**config.mk**
```make
export PLATFORM = sky130hd
export DESIGN_NAME = wdog_top
export DESIGN_NICKNAME = d
export VERILOG_FILES = /design/src/rtl/wdog_pkg.sv /design/src/rtl/wdog_dp.sv /design/src/rtl/wdog_ctrl.sv /design/src/rtl/wdog_top.sv
export SDC_FILE = /design/constraint.sdc
export NUM_CORES = 1
export LEC_CHECK = 0
export ABC_AREA = 1
export CAP_MARGIN = 20
export CORE_MARGIN = 8
export CORE_UTILIZATION = 51
export DETAILED_ROUTE_END_ITERATION = 8
export PLACE_DENSITY = 0.92
export SETUP_SLACK_MARGIN = 0.1
export SLEW_MARGIN = 10
export SYNTH_ARGS = -nofsm -noshare
export SYNTH_HDL_FRONTEND = slang
export SYNTH_SLANG_ARGS = --single-unit
export TNS_END_PERCENT = 5
```
**constraint.sdc**
```tcl
create_clock -name clk -period 2.8 [get_ports clk]
set_input_delay 0.56 -clock clk [delete_from_list [all_inputs] [get_ports clk]]
set_output_delay 0.56 -clock clk [all_outputs]
set_load 0.1 [all_outputs]
```
**src/rtl/wdog_pkg.sv**
```systemverilog
package wdog_pkg;

  typedef enum logic [1:0] {
    SEL_CTRL  = 2'd0,
    SEL_LIMIT = 2'd1,
    SEL_KICK  = 2'd2,
    SEL_SPARE = 2'd3
  } regSel_e;

  typedef struct packed {
    logic cntClr;
    logic cntStep;
    logic limLoad;
  } dpStrobe_t;

endpackage

```
**src/rtl/wdog_dp.sv**
```systemverilog
module wdog_dp
  import wdog_pkg::*;
#(
  parameter int CNT_W     = 16,
  parameter int DEF_LIMIT = 1000
) (
  input  logic             clk,
  input  logic             porN,
  input  dpStrobe_t        strobe,
  input  logic [CNT_W-1:0] wrData,
  output logic [CNT_W-1:0] count,
  output logic [CNT_W-1:0] limit,
  output logic             expired
);

  // A zero limit would request reset on every cycle; clamp to one.
  localparam logic [CNT_W-1:0] LIM_ONE   = CNT_W'(1);
  localparam logic [CNT_W-1:0] LIM_RESET =
    (DEF_LIMIT == 0) ? LIM_ONE : CNT_W'(DEF_LIMIT);

  logic [CNT_W-1:0] limNext;

  always_comb begin
    limNext = (wrData == '0) ? LIM_ONE : wrData;
  end

  always_ff @(posedge clk) begin
    if (!porN) begin
      limit <= LIM_RESET;
    end else if (strobe.limLoad) begin
      limit <= limNext;
    end
  end

  always_ff @(posedge clk) begin
    if (!porN || strobe.cntClr) begin
      count <= '0;
    end else if (strobe.cntStep) begin
      count <= count + LIM_ONE;
    end
  end

  always_comb begin
    expired = (count >= limit);
  end

endmodule

```
**src/rtl/wdog_ctrl.sv**
```systemverilog
module wdog_ctrl
  import wdog_pkg::*;
(
  input  logic      clk,
  input  logic      porN,
  input  logic      sysRstN,
  input  logic      regWr,
  input  logic [1:0] regSel,
  input  logic      enBit,
  input  logic      expired,
  output dpStrobe_t strobe,
  output logic      armed,
  output logic      rstReq
);

  regSel_e selDec;
  logic    kick;
  logic    armSet;

  always_comb begin
    selDec = regSel_e'(regSel);
    kick   = regWr && (selDec == SEL_KICK);
    armSet = regWr && (selDec == SEL_CTRL) && enBit;
  end

  // Set-only arm bit: software has no path to clear it.
  always_ff @(posedge clk) begin
    if (!porN) begin
      armed <= 1'b0;
    end else if (armSet) begin
      armed <= 1'b1;
    end
  end

  always_comb begin
    strobe.limLoad = regWr && (selDec == SEL_LIMIT);
    strobe.cntClr  = !armed || !sysRstN || kick || expired;
    strobe.cntStep = !strobe.cntClr;
  end

  always_ff @(posedge clk) begin
    if (!porN || !sysRstN) begin
      rstReq <= 1'b0;
    end else begin
      rstReq <= armed && !kick && expired;
    end
  end

endmodule

```
**src/rtl/wdog_top.sv**
```systemverilog
module wdog_top
  import wdog_pkg::*;
#(
  parameter int CNT_W     = 16,
  parameter int DEF_LIMIT = 1000
) (
  input  logic             clk,
  input  logic             porN,
  input  logic             sysRstN,
  input  logic             regWr,
  input  logic [1:0]       regSel,
  input  logic [CNT_W-1:0] regData,
  output logic             rstReq,
  output logic             armed,
  output logic [CNT_W-1:0] count,
  output logic [CNT_W-1:0] limit
);

  dpStrobe_t strobe;
  logic      expired;

  wdog_ctrl u_ctrl (
    .clk     (clk),
    .porN    (porN),
    .sysRstN (sysRstN),
    .regWr   (regWr),
    .regSel  (regSel),
    .enBit   (regData[0]),
    .expired (expired),
    .strobe  (strobe),
    .armed   (armed),
    .rstReq  (rstReq)
  );

  wdog_dp #(
    .CNT_W     (CNT_W),
    .DEF_LIMIT (DEF_LIMIT)
  ) u_dp (
    .clk     (clk),
    .porN    (porN),
    .strobe  (strobe),
    .wrData  (regData),
    .count   (count),
    .limit   (limit),
    .expired (expired)
  );

endmodule

```
==> flow_summary.ini <==
[run_status]
outcome = finished clean

[final_layout]
multi_input_comb_area_mm2 = 0.001028
finalNetCount = 349
drive_above_1_share_pct = 22.51
n_antenna_cell = 0
final-instance-count-excl-fill = 359
layout.filler_cells = 313
post_synthesis_to_final_layout_area_growth_pct = 30.99
sequential_cell_area_um2 = 680.7
design_area_mm2 = 0.002517

[die]
floorplan.io_pins = 56
core_area_mm2 = 0.003633
die_y_um = 77.39
start_util_pct = 52.89
std_cell_rows = 22
die_width_um = 77.39
floorplan.die_area_mm2 = 0.005988

[min_path]
hold-path-endpoint = u_ctrl.armed
hold_start = u_ctrl.armed
hold_class = register to register
min_path_cells = 2

[cts]
cts_tree = built
cts_setup_buffers = 0
clk_transition_reported_paths_ns = 0.07
cts-hold-fix-buffers = 0
cts_htree_levels = 2
cts_made_buffers = 5
clock_tree.root_cell = clkbuf_8
cts.path.max_buffers = 2
cts_repair_resize_count = 0
skew_pair_late_insertion_delay_ns = 0.28
cts.sink_count = 34

[route]
drtPass1Iterations = 4
routed_length_per_instance_um = 13.77
drtAntennaViolNets = 0
vias = 1792
post_drt_via_cell_ratio = 4.992
drc = 0
dr.first_iter.drc_count = 95
detail_route.wirelength_um = 4943

[worst_setup_path]
largest_delay_contributor_family_on_the_critical_path = buffers and inverters
critical_path_peak_fanout = 16
cp_slowest_stage_delay_ns = 0.58
crit_slowest_cell = clkdlybuf4s50_1
crit_path_end_kind = register
worst_r2r_endpoint = u_dp.count[7]
critPathRequiredTime_ns = 3.00
start_kind = primary input
crit_path_cells = clkdlybuf4s50_1, inv_1, nor2_1, nand3_2, nor2_1
crit_path_buf_inv_count = 2
timing.critical_path.mode_cell = nor2_1
timing.critical_path.arrival_ns = 2.17
reg2reg_depth = 8
r2r-start = u_dp.count[9]
worstSetupPathType = primary input to register
ff2ff_setup_slack_ns = 0.95
setup.worst_path.start = porN

[placement]
dpl.cell_count = 351
dp_hpwl_um = 3940
placedInstanceArea_mm2 = 0.002426
port_buffers = 55
gpl.final_weighted_congestion = 0.8329

[yosys]
number_of_flops_mapped_to_enable_cells_by_yosys = 0
area_share_of_the_leading_cell_type_in_the_synthesized_netlist_pct = 35.42
ys_async_sr_fraction_pct = 0
yosys_most_used_dff = dfxtp_1
synth.lib_cells_used.distinct = 31
syn-cell-area_mm2 = 0.001922
synth.net_count = 291
netlist_top_cells_count = 44 x inv_1, 35 x nand2_1, 34 x dfxtp_1, 23 x nor2_1, 17 x ha_1
syn_avg_cell_area_um2 = 7.626
yosysMostFrequentCell = inv_1
cell_type_with_the_largest_total_area_after_synthesis = dfxtp_1
ys_ff_latch = 34
synth_cells = 252
yosys_warnings = 0
ys_seq_area_share_pct = 35.42
post_synth_main_area_contributors = dfxtp_1 35%, ha_1 11%, inv_1 8.6%, nand2_1 6.8%, nor2_1 4.5%

[job]
max-cap-violations = 0

[timing]
finalHoldViolCount = 0
final_min_period_over_clock_period_pct = 70.11
fin_crit_ns = 1.963
max-slew-margin-rel_pct = 72.22
worst_slew_pin_slew_ns = 0.4162
final.setup_skew_ns = 0.003539
max_freq_mhz = 509.4
setup_viol_count_final = 0
setup-tns-final_ns = 0
unrepaired_setup_endpoints_after_global_routing = false
slew_violations = 0

[power]
power.total_mw = 1.075
cellLeakagePower_nw = 1.223
ratio_of_total_power_to_cell_area_mw_per_mm2 = 427.1
irDropWorstVdd_mv = 0.2447

[global_routing]
number_of_antenna_violations_at_the_first_check_in_global_routing = 0
first_global_vias = 1715
grtUsageTotal_pct = 15.77
grt_pass1_wl_um = 7914
grt_max_degree = 22
grt_overflow = 0
## logic make-up after synthesis
family,count (synthesis),share of synthesized area [%]
compound gates,36,11.00
xor+xnor,10,4.558
fa+ha+maj,17,11.07
buf+inv,54,11.07
flops,34,35.42
simple gates,101,26.89
## routing by layer
layer | track usage (%) | part of all wire, % | up-vias
met5 | 0 | 0 | -
met4 | 3.774 | 0.51 | 0
met3 | 5.300 | 5.9 | 4
met2 | 28.05 | 50 | 47
met1 | 17.63 | 44 | 820
li1 | - | - | 921
## layout by cell type, fill, tap and decap left out, types with 5 or more instances in the layout
cell type / n
dfxtp_1: 34
buf_4: 35
nor2_1: 23
nand4_1: 8
inv_2: 5
nand3_1: 7
nand2_1: 35
a21oi_1: 13
a211oi_1: 6
xor2_1: 7
clkdlybuf4s50_1: 21
o21ai_0: 8
inv_1: 44
ha_1: 17
nor2_2: 12
clkbuf_8: 6
## sequential cells by signal (all words and copies together) (netlist names)
| signal | flops |
|---|---|
| u_ctrl.armed | 1 |
| u_dp.count | 16 |
| u_ctrl.rstReq | 1 |
| u_dp.limit | 16 |
## how the worst max path moves through the flow
stage / to / slack [ns] / depth (start not counted)
2_1_floorplan: u_dp.count[0] / 0.54 / 9
3_3_place_gp: u_dp.count[15] / 0.63 / 5
3_5_place_dp: u_dp.count[7] / 0.56 / 5
4_1_cts: u_dp.count[15] / 0.84 / 5
5_1_grt: u_dp.count[7] / 0.66 / 5
6_report: u_dp.count[7] / 0.84 / 5
## through the flow
| stage | setup WS (ns) | hold WS, ns | utilization [%] |
|---|---|---|---|
| 2_1_floorplan | 0.5375 | 0.6586 | - |
| 3_3_place_gp | 0.6347 | 0.4549 | 66.77 |
| 3_5_place_dp | 0.5602 | 0.4673 | 66.77 |
| 4_1_cts | 0.8425 | 0.4773 | 69.28 |
| 5_1_grt | 0.6646 | 0.5071 | 69.28 |
| 6_report | 0.8370 | 0.4798 | 69.28 |
## final cells by class
type / instances / area share (%)
multi-input cells: 164 / 40.86
flip-flops and latches: 34 / 27.04
repair buffers: 56 / 18.79
inverters: 49 / 7.306
clock buffers: 7 / 3.429
well taps: 48 / 2.386
clock inverters: 1 / 0.1988
## report_power, final
part | leakage, nW | switching, mW | internal (mW)
logic | 0.898 | 0.141 | 0.0606
clock network | 0.0482 | 0.170 | 0.198
registers | 0.276 | 0.00901 | 0.496
total | 1.22 | 0.320 | 0.755
## worst min-delay path, delay by kind of cell, from the launching register on
| family | cells | cell delay (ns) |
|---|---|---|
| DFF | 1 | 0.33 |
| buffers and inverters | 1 | 0.05 |
| AOI/OAI and AO/OA | 1 | 0.06 |
Note: power is estimated with default switching activity, not from simulation.
